[src/rtl/mp9_pkg.sv]
// Shared types for the nine-bit addressed receiver.
package mp9_pkg;
    // Receiver frame-walk states
    typedef enum logic [2:0] {
        ST_IDLE,
        ST_START,
        ST_BITS,
        ST_STOP,
        ST_WAIT_HI
    } rx_state_t;
endpackage

[src/rtl/mp9_sync.sv]
// Two-flop synchronizer for the asynchronous serial line.
// Assumes: the line idles high, so the flops reset to 1.
module mp9_sync #(
    parameter int STAGES = 2
) (
    input  logic clk,
    input  logic rst_n,
    input  logic d_i,
    output logic q_o
);
    logic [STAGES-1:0] chain;

    // Shift the raw line through the flop chain
    always_ff @(posedge clk) begin
        if (!rst_n) chain <= '1;
        else        chain <= {chain[STAGES-2:0], d_i};
    end

    assign q_o = chain[STAGES-1];
endmodule

[src/rtl/mp9_framer.sv]
// Walks one serial frame with the oversampling tick. It confirms the start
// bit at mid-bit, samples each payload bit and the stop bit at mid-bit, and
// presents the word for one clock.
// Assumes: rx_i is already synchronized; tick_i is a single-clock strobe.
module mp9_framer
    import mp9_pkg::*;
#(
    parameter int OSR    = 16,
    parameter int NBITS  = 9
) (
    input  logic             clk,
    input  logic             rst_n,
    input  logic             rx_i,
    input  logic             tick_i,
    output logic             done_o,
    output logic             stop_ok_o,
    output logic [NBITS-1:0] word_o
);
    localparam int CNT_W = $clog2(OSR);
    localparam int IDX_W = $clog2(NBITS + 1);
    localparam logic [CNT_W-1:0] HALF_M1 = CNT_W'(OSR / 2 - 1);
    localparam logic [CNT_W-1:0] FULL_M1 = CNT_W'(OSR - 1);
    localparam logic [IDX_W-1:0] LAST    = IDX_W'(NBITS - 1);

    rx_state_t        state;
    logic [CNT_W-1:0] tcnt;
    logic [IDX_W-1:0] idx;
    logic [NBITS-1:0] shreg;

    // Frame state machine with tick counter and payload shifter
    always_ff @(posedge clk) begin
        if (!rst_n) begin
            state     <= ST_IDLE;
            tcnt      <= '0;
            idx       <= '0;
            shreg     <= '0;
            done_o    <= 1'b0;
            stop_ok_o <= 1'b0;
            word_o    <= '0;
        end else begin
            done_o <= 1'b0;
            case (state)
                ST_IDLE: begin
                    tcnt <= '0;
                    if (!rx_i) state <= ST_START;
                end
                ST_START: begin
                    if (tick_i) begin
                        if (tcnt == HALF_M1) begin
                            tcnt  <= '0;
                            idx   <= '0;
                            state <= rx_i ? ST_IDLE : ST_BITS;
                        end else begin
                            tcnt <= tcnt + 1'b1;
                        end
                    end
                end
                ST_BITS: begin
                    if (tick_i) begin
                        if (tcnt == FULL_M1) begin
                            tcnt  <= '0;
                            shreg <= {rx_i, shreg[NBITS-1:1]};
                            if (idx == LAST) state <= ST_STOP;
                            else             idx   <= idx + 1'b1;
                        end else begin
                            tcnt <= tcnt + 1'b1;
                        end
                    end
                end
                ST_STOP: begin
                    if (tick_i) begin
                        if (tcnt == FULL_M1) begin
                            tcnt      <= '0;
                            done_o    <= 1'b1;
                            stop_ok_o <= rx_i;
                            word_o    <= shreg;
                            state     <= rx_i ? ST_IDLE : ST_WAIT_HI;
                        end else begin
                            tcnt <= tcnt + 1'b1;
                        end
                    end
                end
                ST_WAIT_HI: begin
                    if (rx_i) state <= ST_IDLE;
                end
                default: state <= ST_IDLE;
            endcase
        end
    end
endmodule

[src/rtl/mp9_filter.sv]
// Address filter. An address word updates the match flag. A data word
// passes to the output only while the flag is set. A bad stop bit gives an
// error strobe and nothing else.
// Assumes: done_i is a one-clock strobe with word_i and stop_ok_i valid.
module mp9_filter #(
    parameter int                DW    = 8,
    parameter logic [DW-1:0]     BCAST = '1
) (
    input  logic          clk,
    input  logic          rst_n,
    input  logic          done_i,
    input  logic          stop_ok_i,
    input  logic [DW:0]   word_i,
    input  logic [DW-1:0] own_addr_i,
    output logic [DW-1:0] data_o,
    output logic          valid_o,
    output logic          match_o,
    output logic          err_o
);
    logic          is_addr;
    logic [DW-1:0] payload;
    logic          hit;

    // Split the word and decide whether an address selects this slave
    always_comb begin
        is_addr = word_i[DW];
        payload = word_i[DW-1:0];
        hit     = (payload == own_addr_i) || (payload == BCAST);
    end

    // Update match state, deliver data, flag framing errors
    always_ff @(posedge clk) begin
        if (!rst_n) begin
            data_o  <= '0;
            valid_o <= 1'b0;
            match_o <= 1'b0;
            err_o   <= 1'b0;
        end else begin
            valid_o <= 1'b0;
            err_o   <= 1'b0;
            if (done_i) begin
                if (!stop_ok_i) begin
                    err_o <= 1'b1;
                end else if (is_addr) begin
                    match_o <= hit;
                end else if (match_o) begin
                    data_o  <= payload;
                    valid_o <= 1'b1;
                end
            end
        end
    end
endmodule

[src/rtl/mp9_rx.sv]
// Top of the nine-bit addressed serial receiver: synchronizer, frame walker
// and address filter in series.
// Assumes: tick_i strobes at OSR times the bit rate.
module mp9_rx #(
    parameter int            DW    = 8,
    parameter int            OSR   = 16,
    parameter logic [DW-1:0] BCAST = '1
) (
    input  logic          clk,
    input  logic          rst_n,
    input  logic          rx_i,
    input  logic          tick_i,
    input  logic [DW-1:0] own_addr_i,
    output logic [DW-1:0] data_o,
    output logic          data_valid_o,
    output logic          addr_match_o,
    output logic          frame_err_o
);
    localparam int NBITS = DW + 1;

    logic             rx_s;
    logic             fr_done;
    logic             fr_stop_ok;
    logic [NBITS-1:0] fr_word;

    mp9_sync #(.STAGES(2)) u_sync (
        .clk   (clk),
        .rst_n (rst_n),
        .d_i   (rx_i),
        .q_o   (rx_s)
    );

    mp9_framer #(.OSR(OSR), .NBITS(NBITS)) u_framer (
        .clk       (clk),
        .rst_n     (rst_n),
        .rx_i      (rx_s),
        .tick_i    (tick_i),
        .done_o    (fr_done),
        .stop_ok_o (fr_stop_ok),
        .word_o    (fr_word)
    );

    mp9_filter #(.DW(DW), .BCAST(BCAST)) u_filter (
        .clk        (clk),
        .rst_n      (rst_n),
        .done_i     (fr_done),
        .stop_ok_i  (fr_stop_ok),
        .word_i     (fr_word),
        .own_addr_i (own_addr_i),
        .data_o     (data_o),
        .valid_o    (data_valid_o),
        .match_o    (addr_match_o),
        .err_o      (frame_err_o)
    );
endmodule

[config.mk]
export PLATFORM = sky130hd
export DESIGN_NAME = mp9_rx
export DESIGN_NICKNAME = d
export VERILOG_FILES = /design/src/rtl/mp9_pkg.sv /design/src/rtl/mp9_sync.sv /design/src/rtl/mp9_framer.sv /design/src/rtl/mp9_filter.sv /design/src/rtl/mp9_rx.sv
export SDC_FILE = /design/constraint.sdc
export NUM_CORES = 1
export LEC_CHECK = 0
export CORE_ASPECT_RATIO = 1.25
export CORE_MARGIN = 10
export CORE_UTILIZATION = 59
export DETAILED_ROUTE_END_ITERATION = 8
export PLACE_DENSITY = 0.84
export SLEW_MARGIN = 20
export SYNTH_ARGS = -nofsm -noshare
export SYNTH_HDL_FRONTEND = slang
export SYNTH_SLANG_ARGS = --single-unit
[constraint.sdc]
create_clock -name clk -period 3.4 [get_ports clk]
set_input_delay 0.51 -clock clk [delete_from_list [all_inputs] [get_ports clk]]
set_output_delay 0.51 -clock clk [all_outputs]
set_load 0.01 [all_outputs]
Yosys cells after proc, flatten, opt, wreduce, memory -nomap -nowiden. Cells that the tools add are included. W data, S select, Z words.

Multiplexer cells: 26. Add/subtract/negate cells: 2. Bitwise operators: 4. Reductions and logical operators: 15. Eq/ne operators: 20.

Operators with widths (count): $mux W4 (9); $mux W3 (10); $pmux W3 S5 (1); $reduce_and A3 Y1 (5); $ne A2 B2 Y1 const B (6); $pmux W4 S3 (1); $ne A2 B1 Y1 const B (5); $reduce_and A9 Y1 (1); $add A4 B1 Y4 const B (2); $eq A4 B4 Y1 const B (2); $eq A8 B8 Y1 (1); $eq A8 B8 Y1 const B (1); $pmux W4 S2 (1); $eq A3 B2 Y1 const B (2); $reduce_and A6 Y1 (1); $eq A4 B3 Y1 const B (1); $not A1 Y1 (4); $reduce_and A4 Y1 (1); $reduce_or A4 Y1 (1); $eq A3 B1 Y1 const B (1); $eq A3 B3 Y1 const B (1); $logic_not A3 Y1 (1); $mux W1 (3); $reduce_bool A3 Y1 (1); other kinds (5) (5).

Logic and storage cells: 79. Register bits after elaboration: 44. Input bits: 12.

Logic depth before layout (Yosys ltp). Gate-level depths: netlist of the first run.

Depth after elaboration: 5. Gate-level depth with buffers: 6. Mapped depth without buffers: 6.

Hierarchy. A second synthesis of the first run with hierarchy kept.

Cells, all modules: 205. Area, all modules: 1911.8 sq um.

Modules (own cells, without submodules): mp9_framer (sequential area each 620.6 sq um, instances 1, cells each 142, area an instance 1357.6 sq um); mp9_filter (sequential area each 220.2 sq um, instances 1, cells each 59, area an instance 501.7 sq um); mp9_sync (sequential area each 40.0 sq um, instances 1, cells each 4, area an instance 52.6 sq um).

Worst setup path before layout of the first run. OpenSTA, ideal clock, no wires.

Path kind: input to register. From: input tick_i. To: register u_framer.idx[3]. Setup slack: 1.561 ns. Stages on the path: 5. Required time: 3.304 ns. Setup time: 0.096 ns. Arrival time: 1.743 ns. Cell sequence: buf_4 > nand4_2 > a22o_1 > or3_1 > o41ai_2.

Word-level cells in the longest chain between the ends: 2.

Ends and longest elaborated chain: from (decl) (line mp9_rx.sv:12) `input logic tick_i,`; $ne A2 B2 Y1 (no line); $reduce_and A6 Y1 (no line) (*); to (signal assigned) (line mp9_framer.sv:64) `else idx <= idx + 1'b1;`; to (decl) (line mp9_framer.sv:27) `logic [IDX_W-1:0] idx;`.

Every way passes the cells marked *; elsewhere a longest branch is shown, timed or not. A chain may end at the register's enable or synchronous reset.

Worst setup path in the final report of the first run. Ends and elaborated chain as after synthesis.

==> impl_metrics.tcl, run 1 <==
set metrics [dict create \
    cts_max_level 2 \
    dr_wl_met3_microns 166 \
    cts_setup_buffers 0 \
    dr_total_vias 1555 \
    yosysTopAreaCell "dfxtp_1" \
    path_delay_family "buffers and inverters" \
    period_needed_ns 2.233 \
    critPathBufInv 1 \
    synth-edff-count 0 \
    die_area_sq_um 6032 \
    synthTopCellsByCount "dfxtp_1 (44), nor2_1 (26), nand2_1 (25)" \
    synthSimpleGateAreaFrac_pct 22.52 \
    synth-seq-cells 44 \
    wl_met2_microns 2042 \
    routedWlPerCell_microns 15.04 \
    min_path_type "reg2reg" \
    grt_usage_pct 13.65 \
    clk_pin_slew_ns 0.08 \
    dr.pass1.iters 4 \
    rsz0062_at_grt "no" \
    netlist_area_sq_um 1956 \
    clockRootBuffer "clkbuf_8" \
    critPathMaxStageDelay_ns 0.67 \
    drc 0 \
    synth.avg_cell_area_sq_um 9.138 \
    total_power_uw 972.5 \
    fmax_ghz 0.4478 \
    fillerInstances 238 \
    synthFlopType "dfxtp_1" \
    die_h_microns 84.37 \
    finalHoldViolations 0 \
    drive_gt1_share_pct 6.410 \
    synth-adder-area-share_pct 1.919 \
    whs_path_depth 1 \
    async_flop_share_pct 0 \
    r2r_cells 5 \
    grt_pass1_vias 1513 \
    seq_area_frac_synth_pct 45.04 \
    slowest_stage "clkdlybuf4s50_1" \
    cts_hold_buf 0 \
    path_class "in2reg" \
    startpoint_type "input pin" \
    totalWireLength_microns 4077 \
    drt_iter0_markers 120 \
    cts.path.max_buffers 2 \
    final_util_pct 70.94 \
    setup-tns-final_ns 0 \
    fin_nets 249 \
    power_leakage_uw 0.0007838 \
    synthToLayoutAreaGrowth_pct 15.87 \
    top_layer "met4" \
    vdd_drop_max_mv 0.4361 \
    yosysMostFrequentCell "dfxtp_1" \
    yosys.area.top_type_share_pct 45.04 \
    grt_max_degree 38 \
    synthesis.nets 229 \
    dp_hpwl_microns 2814 \
    relSlewSlack_pct 58.99 \
    fin_ws_ns 1.167 \
    cts_tree "yes" \
    finalSetupViolations 0 \
    drt.antenna.violating_nets 0 \
    cap_violations 0 \
    cp_max_fo 9 \
    numCtsBuffers 5 \
    status "finished, final reports clean" \
    antenna_found_initial 0 \
    worstPathCellList "clkdlybuf4s50_1, nand4_2, a22o_1, or3_1, o41ai_2" \
    yosys.cell_types.count 41 \
    synth_top_cells_by_area "dfxtp_1 (45%), mux2i_1 (11%), nor2_1 (5.0%)" \
    grt_first_pass_wirelength_microns 6934 \
    core_area_sq_um 3194 \
    clk_latency_ns 0.30 \
    fin_crit_sh_pct 65.68 \
    rows 23 \
    cp.required_ns 3.60 \
    synth_xor_area_share_pct 4.031 \
    die_w_microns 71.50 \
    initial_core_util_pct 61.22 \
    yosysWarnings 0 \
    ctsResizeCount 0 \
    wl_met1_microns 1805 \
    cts_sinks 44 \
    via_per_inst 5.738 \
    final_max_slew_viol_count 0 \
    cp_num_cells 5 \
    num_io_pins 23 \
    antenna_cells 0 \
    finalClockSkew_ns 0.008768 \
    cp.arrival_ns 2.44 \
    synth_cells 214 \
    worstMarginPinSlew_ns 0.6142 \
    muxShareOfSynthArea_pct 10.75 \
    port_buffers 22 \
    crit_path_end_kind "flip-flop" \
    powerDensity_nw_per_um2 429.2 \
    synth-compound-area-share_pct 12.60 \
    synth_top_family_by_area "simple AND/OR/NAND/NOR gates" \
    grt-ovfl-total 0 \
    place_congestion 0.7916 \
    layoutNonFillerInstCount 271 \
    pre_cts_slack_ns 0.8703 \
    numPlacedInstances 264 \
]
## per-layer routing
layer / GRT usage [%] / up-vias
li1: - / 785
met1: 15.36 / 730
met2: 23.39 / 33
met3: 3.887 / 7
met4: 5.291 / 0
met5: 0 / -
## report_power, final
part / switching (uW) / total (uW) / leakage, uW / internal (uW)
sequential: 17.7 / 542 / 0.000355 / 524
combinational: 68.8 / 121 / 0.000388 / 52.1
clock: 170 / 310 / 0.0000410 / 140
total: 256 / 973 / 0.000784 / 716
## path summary, 6_finish.rpt
kind,to,startpoint,slack (ns)
max,u_framer.idx[3],tick_i,1.17
min,u_sync.chain[1],u_sync.chain[0],0.42
max reg2reg,u_framer.idx[3],u_framer.tcnt[1],1.39
min reg2reg,u_sync.chain[1],u_sync.chain[0],0.42
## layout by cell type, fill, tap and decap left out, types with 3 or more instances in the layout
cell type and n:
nand2b_1 3, mux2i_1 21, ha_1 3, o21ai_0 6, a21oi_1 18, nand3b_1 3
inv_1 3, clkdlybuf4s50_1 22, xor2_1 9, clkbuf_8 5, nor4_1 3, nand3_1 3
o21ai_1 4, nand2_1 25, or3_1 3, nor2_1 26, dfxtp_1 44, or4_1 3
## cell families (layout without fill, tap and decap cells)
logic type      after synthesis  after routing
simple gates                 84             84
flops                        44             44
compound gates               39             39
mux                          21             21
buf+inv                      14             34
xor+xnor                      9              9
fa+ha+maj                     3              3
## worst register-to-register path, stage by stage, from the launching register on
cell and delay, ns:
dfxtp_1 0.37, ha_1 0.30, nand4_2 0.25, a22o_1 0.36, or3_1 0.36, o41ai_2 0.28
## metrics by stage
step	hold slack (ns)	instance area (sq um)
2_1_floorplan	0.3863	1956
3_5_place_dp	0.3955	2188
5_1_grt	0.4274	2266
3_3_place_gp	0.3891	2188
4_1_cts	0.4138	2266
6_report	0.4170	2266
## state kept, by name (all words and copies together), names as in the netlist
register	cells
u_framer.idx	4
u_filter.data_o	8
u_framer.state	3
u_framer.shreg	9
u_framer.tcnt	4
u_filter.err_o	1
u_filter.valid_o	1
u_framer.stop_ok_o	1
u_framer.done_o	1
u_sync.chain	2
u_framer.word_o	9
u_filter.match_o	1
## cell type report
type | count | area [sq um] | share of cell area (%)
inverters | 4 | 15.01 | 0.6626
repair buffers | 23 | 227.7 | 10.05
well taps | 37 | 46.29 | 2.043
flip-flops and latches | 44 | 880.8 | 38.87
clock inverters | 1 | 5.005 | 0.2209
multi-input cells | 156 | 1018 | 44.95
clock buffers | 6 | 72.57 | 3.203
No activity file was read; power rests on OpenSTA's default activity.
==> run 2, diff against run 1 <==
--- a/config.mk
+++ b/config.mk
@@ -7,9 +7,9 @@
 export LEC_CHECK = 0
 export CORE_ASPECT_RATIO = 1.25
 export CORE_MARGIN = 10
-export CORE_UTILIZATION = 59
+export CORE_UTILIZATION = 49
 export DETAILED_ROUTE_END_ITERATION = 8
-export PLACE_DENSITY = 0.84
+export PLACE_DENSITY = 0.74
 export SLEW_MARGIN = 20
 export SYNTH_ARGS = -nofsm -noshare
 export SYNTH_HDL_FRONTEND = slang
==> constraint.sdc (replaced) <==
create_clock -name clk -period 2.02 [get_ports clk]
set_input_delay 0.303 -clock clk [delete_from_list [all_inputs] [get_ports clk]]
set_output_delay 0.303 -clock clk [all_outputs]
set_load 0.01 [all_outputs]
==> run 2 against run 1 <==
  * Clock power up 84%
  * Via count down 0.13%
  * First-iteration DRC count down 14%
  * Worst hold slack worse by 0.0040 ns
  * Non-clock buffer count up 7
  * Count of clock-buffer cells in the layout up 1
  * Flip-flop and latch count unchanged
==> impl_metrics.tcl, run 2 (synthesized netlist as in run 1, its figures left out) <==
set metrics [dict create \
    finalHoldViolations 0 \
    reg2reg_from "u_framer.state[1]" \
    cp.required_ns 2.23 \
    die_h_microns 90.63 \
    die_area_sq_um 6934 \
    cts_tree "yes" \
    die_w_microns 76.51 \
    cap_violations 0 \
    rsz0062_at_grt "no" \
    cp_max_fo 9 \
    cp.arrival_ns 2.01 \
    place_congestion 0.7932 \
    fin_crit_sh_pct 89.28 \
    final_max_slew_viol_count 0 \
    finalClockSkew_ns 0.005468 \
    cts.path.max_buffers 2 \
    period_needed_ns 1.804 \
    grt_usage_pct 11.85 \
    setup-tns-final_ns 0 \
    rows 25 \
    clk_pin_slew_ns 0.08 \
    fmax_ghz 0.5545 \
    reg_top3 "u_framer.shreg: 9 flops, u_framer.word_o: 9 flops, u_filter.data_o: 8 flops" \
    clk_latency_ns 0.29 \
    relSlewSlack_pct 67.60 \
    worstMarginPinSlew_ns 0.4842 \
    layout_commonest_cell "dfxtp_1" \
    cts_max_level 2 \
    grt_pass1_vias 1499 \
    routedWlPerCell_microns 13.27 \
    drt_iter0_markers 103 \
    crit_start "u_framer.state[1]" \
    synthToLayoutAreaGrowth_pct 21.11 \
    cts_sinks 44 \
    switching_share_pct 25.87 \
    clockRootBuffer "clkbuf_8" \
    rrSetupSlack_ns 0.22 \
    grt_first_pass_wirelength_microns 6872 \
    drive_gt1_share_pct 9.504 \
    cts_hold_buf 0 \
    intPower_uw 1251 \
    combPwrFrac_pct 12.3 \
    drc 0 \
    clock_power_share_pct 33.7 \
    seq_power_share_pct 54.0 \
    via_per_inst 5.247 \
    mostFrequentLayoutCells "dfxtp_1 (44), nor2_1 (26), nand2_1 (25), clkdlybuf4s50_1 (22), mux2i_1 (21)" \
    ctsResizeCount 0 \
    totalWireLength_microns 3928 \
    num_io_pins 23 \
    crit_end "u_framer.idx[3]" \
    antenna_cells 0 \
    p_sw_uw 436.7 \
    port_buffers 22 \
    powerDensity_nw_per_um2 712.7 \
    dp_hpwl_microns 2855 \
    hp-start "u_sync.chain[0]" \
    grt-ovfl-total 0 \
    core_area_sq_um 3816 \
    reg2reg_to "u_framer.idx[3]" \
    startpoint_type "flip-flop" \
    path_class "reg2reg" \
    r2r_cells 4 \
    status "finished, final reports clean" \
    crit_path_end_kind "flip-flop" \
    drt.antenna.violating_nets 0 \
    finalSetupViolations 0 \
    power_leakage_uw 0.0008248 \
    antenna_found_initial 0 \
    numCtsBuffers 5 \
    dr.pass1.iters 5 \
    vdd_drop_max_mv 0.5573 \
    min_path_type "reg2reg" \
    dr_total_vias 1553 \
    whs_path_depth 1 \
    fin_nets 256 \
    grt_max_degree 20 \
    fin_hold_ws_ns 0.4130 \
    cts_setup_buffers 0 \
    initial_core_util_pct 51.25 \
]
-- run 2: stage by stage --
step	util (%)	cell area, sq um	std cells	setup WS [ns]	power (uW)
floorplan	-	1956	214	0.2243	1080
global placement	59.61	2275	288	0.09598	1137
detailed placement	59.61	2275	288	0.06633	1140
CTS	62.07	2369	296	0.1939	1708
global route	62.07	2369	296	0.09732	1774
finish	62.07	2369	296	0.2165	1688
-- run 2: worst max-delay path: stages, from the launching register on --
cell	delay [ns]
dfxtp_1	0.49
nor3b_4	0.37
a22oi_2	0.18
or3_1	0.41
o41ai_2	0.26
-- run 2: worst min-delay path by stage --
stage,to,slack (ns)
3_5_place_dp,u_sync.chain[1],0.40
4_1_cts,u_sync.chain[1],0.42
3_3_place_gp,u_sync.chain[1],0.40
6_report,u_sync.chain[1],0.41
5_1_grt,u_sync.chain[1],0.45
2_1_floorplan,u_sync.chain[1],0.39
-- run 2: layer usage --
| layer | global-route usage, % | vias up | wire length, microns |
|---|---|---|---|
| met4 | 4.658 | 0 | 53 |
| met2 | 19.74 | 29 | 1900 |
| met5 | 0 | - | 0 |
| met3 | 3.685 | 5 | 195 |
| li1 | - | 809 | - |
| met1 | 13.73 | 710 | 1779 |
-- run 2: final cells by class --
class	count	area (sq um)
clock buffer	7	86.33
clock inverter	1	7.507
fill	336	1448
inverter	4	15.01
multi-input combinational	156	1018
sequential	44	880.8
tap	54	67.56
timing repair buffer	30	292.8
-- run 2: power groups by stage --
stage                     clock (uW)  sequential, uW  combinational [uW]
after floorplan                    0             924                 156
after global placement             0             931                 206
after detailed placement           0             933                 207
after CTS                        587             912                 208
after global routing             621             916                 237
final                            569             911                 208
